<file path="config.mk">
export PLATFORM = sky130hd
export DESIGN_NAME = cfg_serial_loader
export DESIGN_NICKNAME = d
export VERILOG_FILES = /design/src/rtl/cfg_loader_pkg.sv /design/src/rtl/cfg_clk_gen.sv /design/src/rtl/cfg_header_parser.sv /design/src/rtl/cfg_frame_packer.sv /design/src/rtl/cfg_serial_loader.sv
export SDC_FILE = /design/constraint.sdc
export NUM_CORES = 1
export LEC_CHECK = 0
export CAP_MARGIN = 0
export CORE_ASPECT_RATIO = 1.5
export CORE_MARGIN = 3
export CORE_UTILIZATION = 55
export DETAILED_ROUTE_END_ITERATION = 8
export PLACE_DENSITY_LB_ADDON = 0.15
export RECOVER_POWER = 100
export SYNTH_ARGS = -nofsm -noshare
export SYNTH_HDL_FRONTEND = slang
export SYNTH_SLANG_ARGS = --single-unit
</file>
<file path="constraint.sdc">
create_clock -name clk -period 4 [get_ports clk]
set_input_delay 0.8 -clock clk [delete_from_list [all_inputs] [get_ports clk]]
set_output_delay 0.8 -clock clk [all_outputs]
set_load 0.005 [all_outputs]
</file>
<file path="src/rtl/cfg_loader_pkg.sv">
package cfg_loader_pkg;

    typedef enum logic [2:0] {
        LD_START = 3'd0,
        LD_OFF   = 3'd1,
        LD_HUNT  = 3'd2,
        LD_LEN   = 3'd3,
        LD_DATA  = 3'd4,
        LD_DONE  = 3'd5,
        LD_ERR   = 3'd6
    } ld_state_e;

    localparam logic [2:0] MASTER_SERIAL_MODE = 3'b000;

    function automatic logic st_is_loading(ld_state_e st);
        return (st == LD_HUNT) || (st == LD_LEN) || (st == LD_DATA);
    endfunction

    function automatic logic st_is_parked(ld_state_e st);
        return (st == LD_OFF) || (st == LD_DONE) || (st == LD_ERR);
    endfunction

endpackage

</file>
<file path="src/rtl/cfg_clk_gen.sv">
module cfg_clk_gen #(
    parameter int DIV_LOG2 = 2
) (
    input  logic clk,
    input  logic rst,
    input  logic run_i,
    input  logic kill_i,
    output logic cfg_clk_o,
    output logic sample_o
);
    localparam int HALF = 1 << (DIV_LOG2 - 1);

    logic [DIV_LOG2-1:0] div_q;

    // Phase counter runs while loading and always finishes a started period.
    always_ff @(posedge clk) begin
        if (rst || kill_i) begin
            div_q <= '0;
        end else if (run_i || (div_q != '0)) begin
            div_q <= div_q + 1'b1;
        end
    end

    assign cfg_clk_o = div_q[DIV_LOG2-1];
    assign sample_o  = run_i && !kill_i && (div_q == DIV_LOG2'(HALF - 1));

endmodule

</file>
<file path="src/rtl/cfg_header_parser.sv">
module cfg_header_parser #(
    parameter int          PRE_W      = 8,
    parameter logic [7:0]  PREAMBLE   = 8'hF2,
    parameter int          LEN_W      = 24,
    parameter int          HUNT_LIMIT = 64
) (
    input  logic             clk,
    input  logic             rst,
    input  logic             clr_i,
    input  logic             sample_i,
    input  logic             bit_i,
    input  logic             hunt_i,
    input  logic             len_i,
    output logic             pre_hit_o,
    output logic             hunt_exp_o,
    output logic             len_done_o,
    output logic             len_zero_o,
    output logic [LEN_W-1:0] len_val_o
);
    localparam int HC_W = $clog2(HUNT_LIMIT + 1);
    localparam int LC_W = $clog2(LEN_W + 1);

    logic [PRE_W-1:0] win_q;
    logic [PRE_W-1:0] win_next;
    logic [HC_W-1:0]  hunt_cnt_q;
    logic [LEN_W-1:0] len_q;
    logic [LEN_W-1:0] len_next;
    logic [LC_W-1:0]  len_cnt_q;
    logic             take_hunt;
    logic             take_len;

    assign take_hunt = sample_i && hunt_i;
    assign take_len  = sample_i && len_i;
    assign win_next  = {win_q[PRE_W-2:0], bit_i};
    assign len_next  = {len_q[LEN_W-2:0], bit_i};

    assign pre_hit_o  = take_hunt && (win_next == PREAMBLE[PRE_W-1:0]);
    assign hunt_exp_o = take_hunt && !pre_hit_o &&
                        (hunt_cnt_q == HC_W'(HUNT_LIMIT - 1));
    assign len_done_o = take_len && (len_cnt_q == LC_W'(LEN_W - 1));
    assign len_zero_o = (len_next == '0);
    assign len_val_o  = len_q;

    always_ff @(posedge clk) begin
        if (rst || clr_i) begin
            win_q      <= '0;
            hunt_cnt_q <= '0;
            len_q      <= '0;
            len_cnt_q  <= '0;
        end else begin
            if (take_hunt) begin
                win_q      <= win_next;
                hunt_cnt_q <= hunt_cnt_q + 1'b1;
            end
            if (take_len) begin
                len_q     <= len_next;
                len_cnt_q <= len_cnt_q + 1'b1;
            end
        end
    end

endmodule

</file>
<file path="src/rtl/cfg_frame_packer.sv">
module cfg_frame_packer #(
    parameter int FRAME_W = 8,
    parameter int LEN_W   = 24
) (
    input  logic               clk,
    input  logic               rst,
    input  logic               clr_i,
    input  logic               sample_i,
    input  logic               bit_i,
    input  logic [LEN_W-1:0]   total_i,
    output logic               last_o,
    output logic [FRAME_W-1:0] frame_data_o,
    output logic               frame_valid_o
);
    localparam int FC_W = (FRAME_W > 2) ? $clog2(FRAME_W) : 1;

    logic [LEN_W-1:0]   bit_cnt_q;
    logic [FRAME_W-1:0] frm_q;
    logic [FRAME_W-1:0] frm_next;
    logic [FC_W-1:0]    frm_cnt_q;
    logic               flush;

    assign frm_next = {frm_q[FRAME_W-2:0], bit_i};
    assign last_o   = sample_i &&
                      (({1'b0, bit_cnt_q} + 1'b1) == {1'b0, total_i});
    assign flush    = sample_i &&
                      ((frm_cnt_q == FC_W'(FRAME_W - 1)) || last_o);

    always_ff @(posedge clk) begin
        if (rst) begin
            frame_data_o <= '0;
        end else if (flush) begin
            frame_data_o <= frm_next;
        end
    end

    always_ff @(posedge clk) begin
        if (rst || clr_i) begin
            bit_cnt_q     <= '0;
            frm_q         <= '0;
            frm_cnt_q     <= '0;
            frame_valid_o <= 1'b0;
        end else begin
            frame_valid_o <= flush;
            if (sample_i) begin
                bit_cnt_q <= bit_cnt_q + 1'b1;
                if (flush) begin
                    frm_q     <= '0;
                    frm_cnt_q <= '0;
                end else begin
                    frm_q     <= frm_next;
                    frm_cnt_q <= frm_cnt_q + 1'b1;
                end
            end
        end
    end

endmodule

</file>
<file path="src/rtl/cfg_serial_loader.sv">
module cfg_serial_loader
    import cfg_loader_pkg::*;
#(
    parameter int         FRAME_W    = 8,
    parameter int         LEN_W      = 24,
    parameter int         HUNT_LIMIT = 64,
    parameter int         DIV_LOG2   = 2,
    parameter logic [7:0] PREAMBLE   = 8'hF2
) (
    input  logic               clk,
    input  logic               rst,
    input  logic [2:0]         mode_i,
    input  logic               abort_i,
    input  logic               done_pull_i,
    input  logic               ser_din_i,
    output logic               cfg_clk_o,
    output logic               done_o,
    output logic               load_err_o,
    output logic [FRAME_W-1:0] frame_data_o,
    output logic               frame_valid_o
);
    localparam int PRE_W = 8;

    ld_state_e        st_q;
    ld_state_e        st_next;
    logic             loading;
    logic             clr;
    logic             sample;
    logic             pre_hit;
    logic             hunt_exp;
    logic             len_done;
    logic             len_zero;
    logic [LEN_W-1:0] len_val;
    logic             last_bit;

    assign loading = st_is_loading(st_q);
    assign clr     = (st_q == LD_START);

    cfg_clk_gen #(
        .DIV_LOG2 (DIV_LOG2)
    ) clk_gen_i (
        .clk       (clk),
        .rst       (rst),
        .run_i     (loading),
        .kill_i    (abort_i),
        .cfg_clk_o (cfg_clk_o),
        .sample_o  (sample)
    );

    cfg_header_parser #(
        .PRE_W      (PRE_W),
        .PREAMBLE   (PREAMBLE),
        .LEN_W      (LEN_W),
        .HUNT_LIMIT (HUNT_LIMIT)
    ) hdr_i (
        .clk        (clk),
        .rst        (rst),
        .clr_i      (clr),
        .sample_i   (sample),
        .bit_i      (ser_din_i),
        .hunt_i     (st_q == LD_HUNT),
        .len_i      (st_q == LD_LEN),
        .pre_hit_o  (pre_hit),
        .hunt_exp_o (hunt_exp),
        .len_done_o (len_done),
        .len_zero_o (len_zero),
        .len_val_o  (len_val)
    );

    cfg_frame_packer #(
        .FRAME_W (FRAME_W),
        .LEN_W   (LEN_W)
    ) pack_i (
        .clk           (clk),
        .rst           (rst),
        .clr_i         (clr),
        .sample_i      (sample && (st_q == LD_DATA)),
        .bit_i         (ser_din_i),
        .total_i       (len_val),
        .last_o        (last_bit),
        .frame_data_o  (frame_data_o),
        .frame_valid_o (frame_valid_o)
    );

    always_comb begin
        st_next = st_q;
        if (abort_i) begin
            st_next = LD_START;
        end else begin
            unique case (st_q)
                LD_START: st_next = (mode_i == MASTER_SERIAL_MODE) ? LD_HUNT : LD_OFF;
                LD_HUNT: begin
                    if (pre_hit)       st_next = LD_LEN;
                    else if (hunt_exp) st_next = LD_ERR;
                end
                LD_LEN: begin
                    if (len_done) st_next = len_zero ? LD_DONE : LD_DATA;
                end
                LD_DATA: begin
                    if (last_bit) st_next = LD_DONE;
                end
                LD_OFF, LD_DONE, LD_ERR: begin
                    if (done_pull_i) st_next = LD_START;
                end
                default: st_next = LD_START;
            endcase
        end
    end

    always_ff @(posedge clk) begin
        if (rst) st_q <= LD_START;
        else     st_q <= st_next;
    end

    assign done_o     = (st_q == LD_DONE);
    assign load_err_o = (st_q == LD_ERR);

endmodule

</file>
# Word-level counts from Yosys, hierarchy flattened

Index checks and enable logic that the tools add are counted.

Equal/unequal tests: 16
Add/sub/neg operators: 6
Muxes and demuxes: 10
Reduce and logical (&&, ||, !) cells: 26

Operators by type and width:

| operator                                                              | count |
|---|---|
| 24-bit by 1-bit adder with 25-bit output, second input constant       | 1 |
| 25-bit by 24-bit equality test with 1-bit output                      | 1 |
| 24-bit by 1-bit adder with 24-bit output, second input constant       | 1 |
| 24-bit zero test                                                      | 1 |
| 3-bit 2-to-1 mux                                                      | 6 |
| 3-bit case mux with 5 select lines                                    | 1 |
| 3-bit equality test, second input constant                            | 4 |
| 1-bit logical AND                                                     | 11 |
| 8-bit equality test, second input constant                            | 1 |
| 7-bit by 1-bit adder with 7-bit output, second input constant         | 1 |
| 7-bit by 6-bit equality test with 1-bit output, second input constant | 1 |
| 7-bit 2-to-1 mux                                                      | 1 |
| 3-bit by 2-bit equality test with 1-bit output, second input constant | 2 |
| 3-bit zero test                                                       | 2 |
| 1-bit logical OR                                                      | 6 |
| 5-bit by 1-bit adder with 5-bit output, second input constant         | 1 |
| 5-bit equality test, second input constant                            | 1 |
| 2-bit inequality test, second input constant                          | 2 |
| 4-bit AND reduction                                                   | 1 |
| 3-bit by 1-bit adder with 3-bit output, second input constant         | 1 |
| 3-bit by 1-bit equality test with 1-bit output, second input constant | 1 |
| 3-bit inequality test, second input constant                          | 1 |
| 3-bit OR reduction                                                    | 1 |
| 2-bit by 1-bit adder with 2-bit output, second input constant         | 1 |
| other kinds (7)                                                       | 8 |

Flip-flop bits (word level): 91
Bits of input ports: 8
Output and inout port bits: 12
Logic and storage cells: 69

# Depth between registers and ports, before layout

Depth in word-level cells: 13
Gate-level depth with buffers: 11
Mapped depth without buffers: 10

# By module

A second synthesis with hierarchy kept.

Cell total of the unflattened synthesis: 580
Area, all modules: 4845.9 sq um

Modules (own cells, without submodules):

| module            | instances | cells each | sequential area each (sq um) | area each (sq um) |
|---|---|---|---|---|
| cfg_frame_packer  | 1         | 311        | 860.8                        | 2695.1 |
| cfg_header_parser | 1         | 212        | 860.8                        | 1711.6 |
| cfg_serial_loader | 1         | 44         | 60.1                         | 306.5 |
| cfg_clk_gen       | 1         | 13         | 40.0                         | 132.6 |

# Worst setup path after synthesis

Ideal clock, no wire load.

Path kind: register to register
Start point: register pack_i.bit_cnt_q[0]
End point: register pack_i.frm_cnt_q[0]
Cell stages (with the launch flop): 10
Required time: 3.877 ns
Data arrival time: 2.902 ns
Setup time: 0.123 ns
Slack: 0.975 ns
Period minus slack after synthesis: 3.025 ns
Buffers on the path: 0
Path through: dfxtp_1 -> ha_1 -> nand3_1 -> xnor2_1 -> mux2_2 -> o31ai_1 -> o2111ai_1 -> o41ai_4 -> nor3_4 -> mux2_1

Longest elaborated chain between the ends: 6

Ends and longest elaborated chain:

| what                                             | RTL line               | source |
|---|---|---|
| from (decl)                                      | cfg_frame_packer.sv:17 | `logic [LEN_W-1:0] bit_cnt_q;` |
| from (signal assigned)                           | cfg_frame_packer.sv:46 | `bit_cnt_q <= bit_cnt_q + 1'b1;` |
| 24-bit by 1-bit adder with 25-bit output         | cfg_frame_packer.sv:25 | `(({1'b0, bit_cnt_q} + 1'b1) == {1'b0, total_i});` |
| 25-bit by 24-bit equality test with 1-bit output | cfg_frame_packer.sv:25 |  |
| 1-bit logical AND                                | cfg_frame_packer.sv:24 | `assign last_o = sample_i &&` |
| 1-bit logical OR                                 | cfg_frame_packer.sv:27 | `((frm_cnt_q == FC_W'(FRAME_W - 1)) \|\| last_o);` |
| 1-bit logical AND                                | cfg_frame_packer.sv:26 | `assign flush = sample_i &&` |
| 3-bit 2-to-1 mux                                 | cfg_frame_packer.sv:47 | `if (flush) begin` |
| to (signal assigned)                             | cfg_frame_packer.sv:52 | `frm_cnt_q <= frm_cnt_q + 1'b1;` |
| to (decl)                                        | cfg_frame_packer.sv:20 | `logic [FC_W-1:0] frm_cnt_q;` |

Every way passes these cells.
A chain may end at the register's enable or synchronous reset.

# Final worst setup path

Start point: register pack_i.bit_cnt_q[0]
End point: register pack_i.frame_data_o[5]

Longest elaborated chain between the ends: 5

Ends and longest elaborated chain:

| what                                             | RTL line               | source |
|---|---|---|
| 24-bit by 1-bit adder with 25-bit output         | cfg_frame_packer.sv:25 |  |
| 25-bit by 24-bit equality test with 1-bit output | cfg_frame_packer.sv:25 |  |
| 1-bit logical AND                                | cfg_frame_packer.sv:24 |  |
| 1-bit logical OR                                 | cfg_frame_packer.sv:27 |  |
| 1-bit logical AND                                | cfg_frame_packer.sv:26 |  |
| to (signal assigned)                             | cfg_frame_packer.sv:33 | `frame_data_o <= frm_next;` |
| to (decl)                                        | cfg_frame_packer.sv:12 | `output logic [FRAME_W-1:0] frame_data_o,` |

Every way passes these cells.

==> results.cfg <==
[placement]
dpl.hpwl_um = 7914
dp.cells = 664
gp_congestion = 0.9309
dpl_cell_area_um2 = 4922
portBuffers = 19

[synthesis]
synth_edf_count = 0
syn_nets = 586
ys_warn_count = 0
avgSynthCellArea_um2 = 8.243
synth-main-ff-cell = dfxtp_1
yosysTopAreaCell = dfxtp_1
yosys.area.top_type_share_pct = 38.70
synth_area_um2 = 4707
synth_area_leaders = dfxtp_1, nand2_1, xnor2_1
synthCells = 571
async_flop_share_pct = 0
yosysSeqAreaShare_pct = 38.70
yosys-top-cells-count = dfxtp_1, nand2_1, a21oi_1
ys_ff_latch = 91
yosysMostFrequentCell = dfxtp_1
yosys.cell_types.count = 65

[setup_path]
startpoint_type = flop
crit_top_cell = nand3_1
crit_fanout = 17
cp_cell_sequence = ha_1, nand3_1, nor2_1, nand3_1, a311oi_1, o2111ai_1, o41ai_4, clkbuf_2, a21bo_2, a21oi_1
critPathArrivalTime_ns = 3.76
crit_type = flop to flop
cp_slowest_cell = dfxtp_1
critPathMaxStageDelay_ns = 0.51
cp-end-kind = flop
cp.required_ns = 4.21

[sta]
fin_worst_skew_ns = 0.006160
min_period_ns = 3.552
worst_pin_slew_ns = 1.085
setup_viol = 0
period_share_pct = 88.81
finalHoldViolCount = 0
tns_ns = 0
clock.fmax_mhz = 281.5
relSlewSlack_pct = 27.67
drv_slew = 0
rsz0062_at_grt = no

[grt]
grt.overflow.total = 0
grt_pass1_wl_um = 18710
grtUsageTotal_pct = 24.59
grt_antenna_before_repair = 0
grt_pass1_vias = 3943
grt_max_degree = 55

[clock_tree]
post_cts_buffers = 0
cts-resized-gates = 0
cts_hold_buf = 0
cts_tree = built
cts_buffers = 9
htreeDepth = 3
cts.clk_slew.worst_paths_ns = 0.06
insertion_delay_ns = 0.34
clock_sinks = 91
cts_root_buf = clkbuf_16
clockBufferDepth = 2

[cells_and_area]
syn2layout_area_growth_pct = 11.06
final_util_pct = 64.08
n_antenna_cell = 0
nNetsFinal = 585
drive_gt1_share_pct = 7.826
fill_cells = 735
fin_cells = 680
fin_area_um2 = 5228
seq_area_um2 = 1822
multiInputGateArea_um2 = 2660

[detailed_routing]
routed_wl_um = 11190
route.detailed.drc = 0
wire_per_inst_um = 16.46
drtPass1Iterations = 4
drtAntennaViolNets = 0
drt_iter0_drc = 214
dr_total_vias = 4046
vias_per_cell = 5.950

[die]
floorplan.initialDensity_pct = 57.70
die-area_um2 = 9727
ioPinCount = 20
dieHeight_um = 119.3
core_um2 = 8158
rows = 40
die_x_um = 81.54

[status]
status = complete, no violations

[hold_path]
min_path_type = flop to flop

[power]
fin_total_pwr_mw = 1.861
power_density_nw_per_um2 = 356.0
vdd_ir_drop_max_uv = 253.9
leakagePower_nw = 1.733

[run]
cap_violations = 0
==> state kept, by name (all words and copies together) (netlist names) <==
register              flops
clk_gen_i.div_q           2
hdr_i.hunt_cnt_q          7
hdr_i.len_cnt_q           5
hdr_i.len_val_o          24
hdr_i.win_q               7
pack_i.bit_cnt_q         24
pack_i.frame_data_o       8
pack_i.frame_valid_o      1
pack_i.frm_cnt_q          3
pack_i.frm_q              7
st_q                      3
==> final timing paths <==
| check | startpoint | end | slack (ns) | cells after the start |
|---|---|---|---|---|
| setup / recovery | pack_i.bit_cnt_q[0] | pack_i.frame_data_o[5] | 0.45 | 10 |
| hold / removal | hdr_i.win_q[6] | hdr_i.win_q[6] | 0.46 | 2 |
| setup reg to reg | pack_i.bit_cnt_q[0] | pack_i.frame_data_o[5] | 0.45 | 10 |
| hold reg to reg | hdr_i.win_q[6] | hdr_i.win_q[6] | 0.46 | 2 |
==> metrics by stage <==
step	worst slack, ns	hold slack (ns)
after global routing	0.1787	0.4896
after detailed placement	0.3672	0.4626
final	0.4477	0.4642
after floorplan	0.9745	0.4322
after CTS	0.5635	0.4681
after global placement	0.4194	0.4429
==> critical path, delay by kind of cell, from the launching register on <==
family / cells / cell delay, ns
simple gates: 3 / 0.91
compound gates: 5 / 1.30
buf+inv: 1 / 0.36
fa+ha+maj: 1 / 0.33
flops: 1 / 0.51
==> layout make-up <==
| cell class | instances | area share, % |
|---|---|---|
| Multi-Input combinational cell | 427 | 50.89 |
| Clock inverter | 4 | 1.412 |
| Clock buffer | 12 | 4.715 |
| Inverter | 15 | 1.077 |
| Sequential cell | 91 | 34.85 |
| Timing Repair Buffer | 26 | 4.548 |
| Tap cell | 105 | 2.513 |
==> power by group <==
group / total (mW) / internal, mW / switching, mW / leakage [nW]
clock: 0.913 / 0.565 / 0.348 / 0.157
combinational: 0.0368 / 0.0129 / 0.0239 / 0.844
sequential: 0.911 / 0.907 / 0.00363 / 0.733
==> kinds of logic (layout without fill, tap and decap cells) <==
group	count (synthesis)	count (layout)	synth area share, %
AO/OA/AOI/OAI	111	111	16.16
adder cells (fa/ha/maj)	8	8	2.073
XOR/XNOR	53	53	9.862
buffers and inverters	53	57	4.731
AND/OR/NAND/NOR	251	251	27.57
flip-flops	91	91	38.70
multiplexers	4	4	0.9038
==> routing by layer <==
metal | share of wire (%) | GRT usage [%]
met1 | 41 | 29.32
met2 | 51 | 40.71
met3 | 3.3 | 4.160
met4 | 4.0 | 13.64
met5 | 0 | 0
==> cells in the final DEF (no fill, tap or decap), types with 3 or more instances in the layout <==
| cell | Yosys | layout |
|---|---|---|
| clkbuf_16 | 0 | 9 |
| nor2b_1 | 4 | 4 |
| nand2_1 | 86 | 86 |
| a21oi_1 | 53 | 54 |
| nand2b_1 | 3 | 3 |
| nor2_1 | 47 | 46 |
| buf_4 | 1 | 5 |
| ha_1 | 7 | 7 |
| and4_1 | 8 | 8 |
| o21ai_0 | 10 | 10 |
| nand3_1 | 27 | 27 |
| nor3_1 | 13 | 13 |
| dlygate4sd3_1 | 0 | 14 |
| clkdlybuf4s50_1 | 0 | 5 |
| a21bo_2 | 8 | 8 |
| a22o_1 | 9 | 9 |
| inv_1 | 15 | 15 |
| a31o_2 | 4 | 4 |
| xor2_1 | 22 | 22 |
| nor4_1 | 8 | 8 |
| nand4_1 | 18 | 18 |
| dfxtp_1 | 91 | 91 |
| o2111ai_1 | 3 | 3 |
| and3_1 | 3 | 3 |
| or3_1 | 9 | 9 |
| nor4b_1 | 4 | 4 |
| xnor2_1 | 31 | 31 |
(Power assumes the default switching activity.)
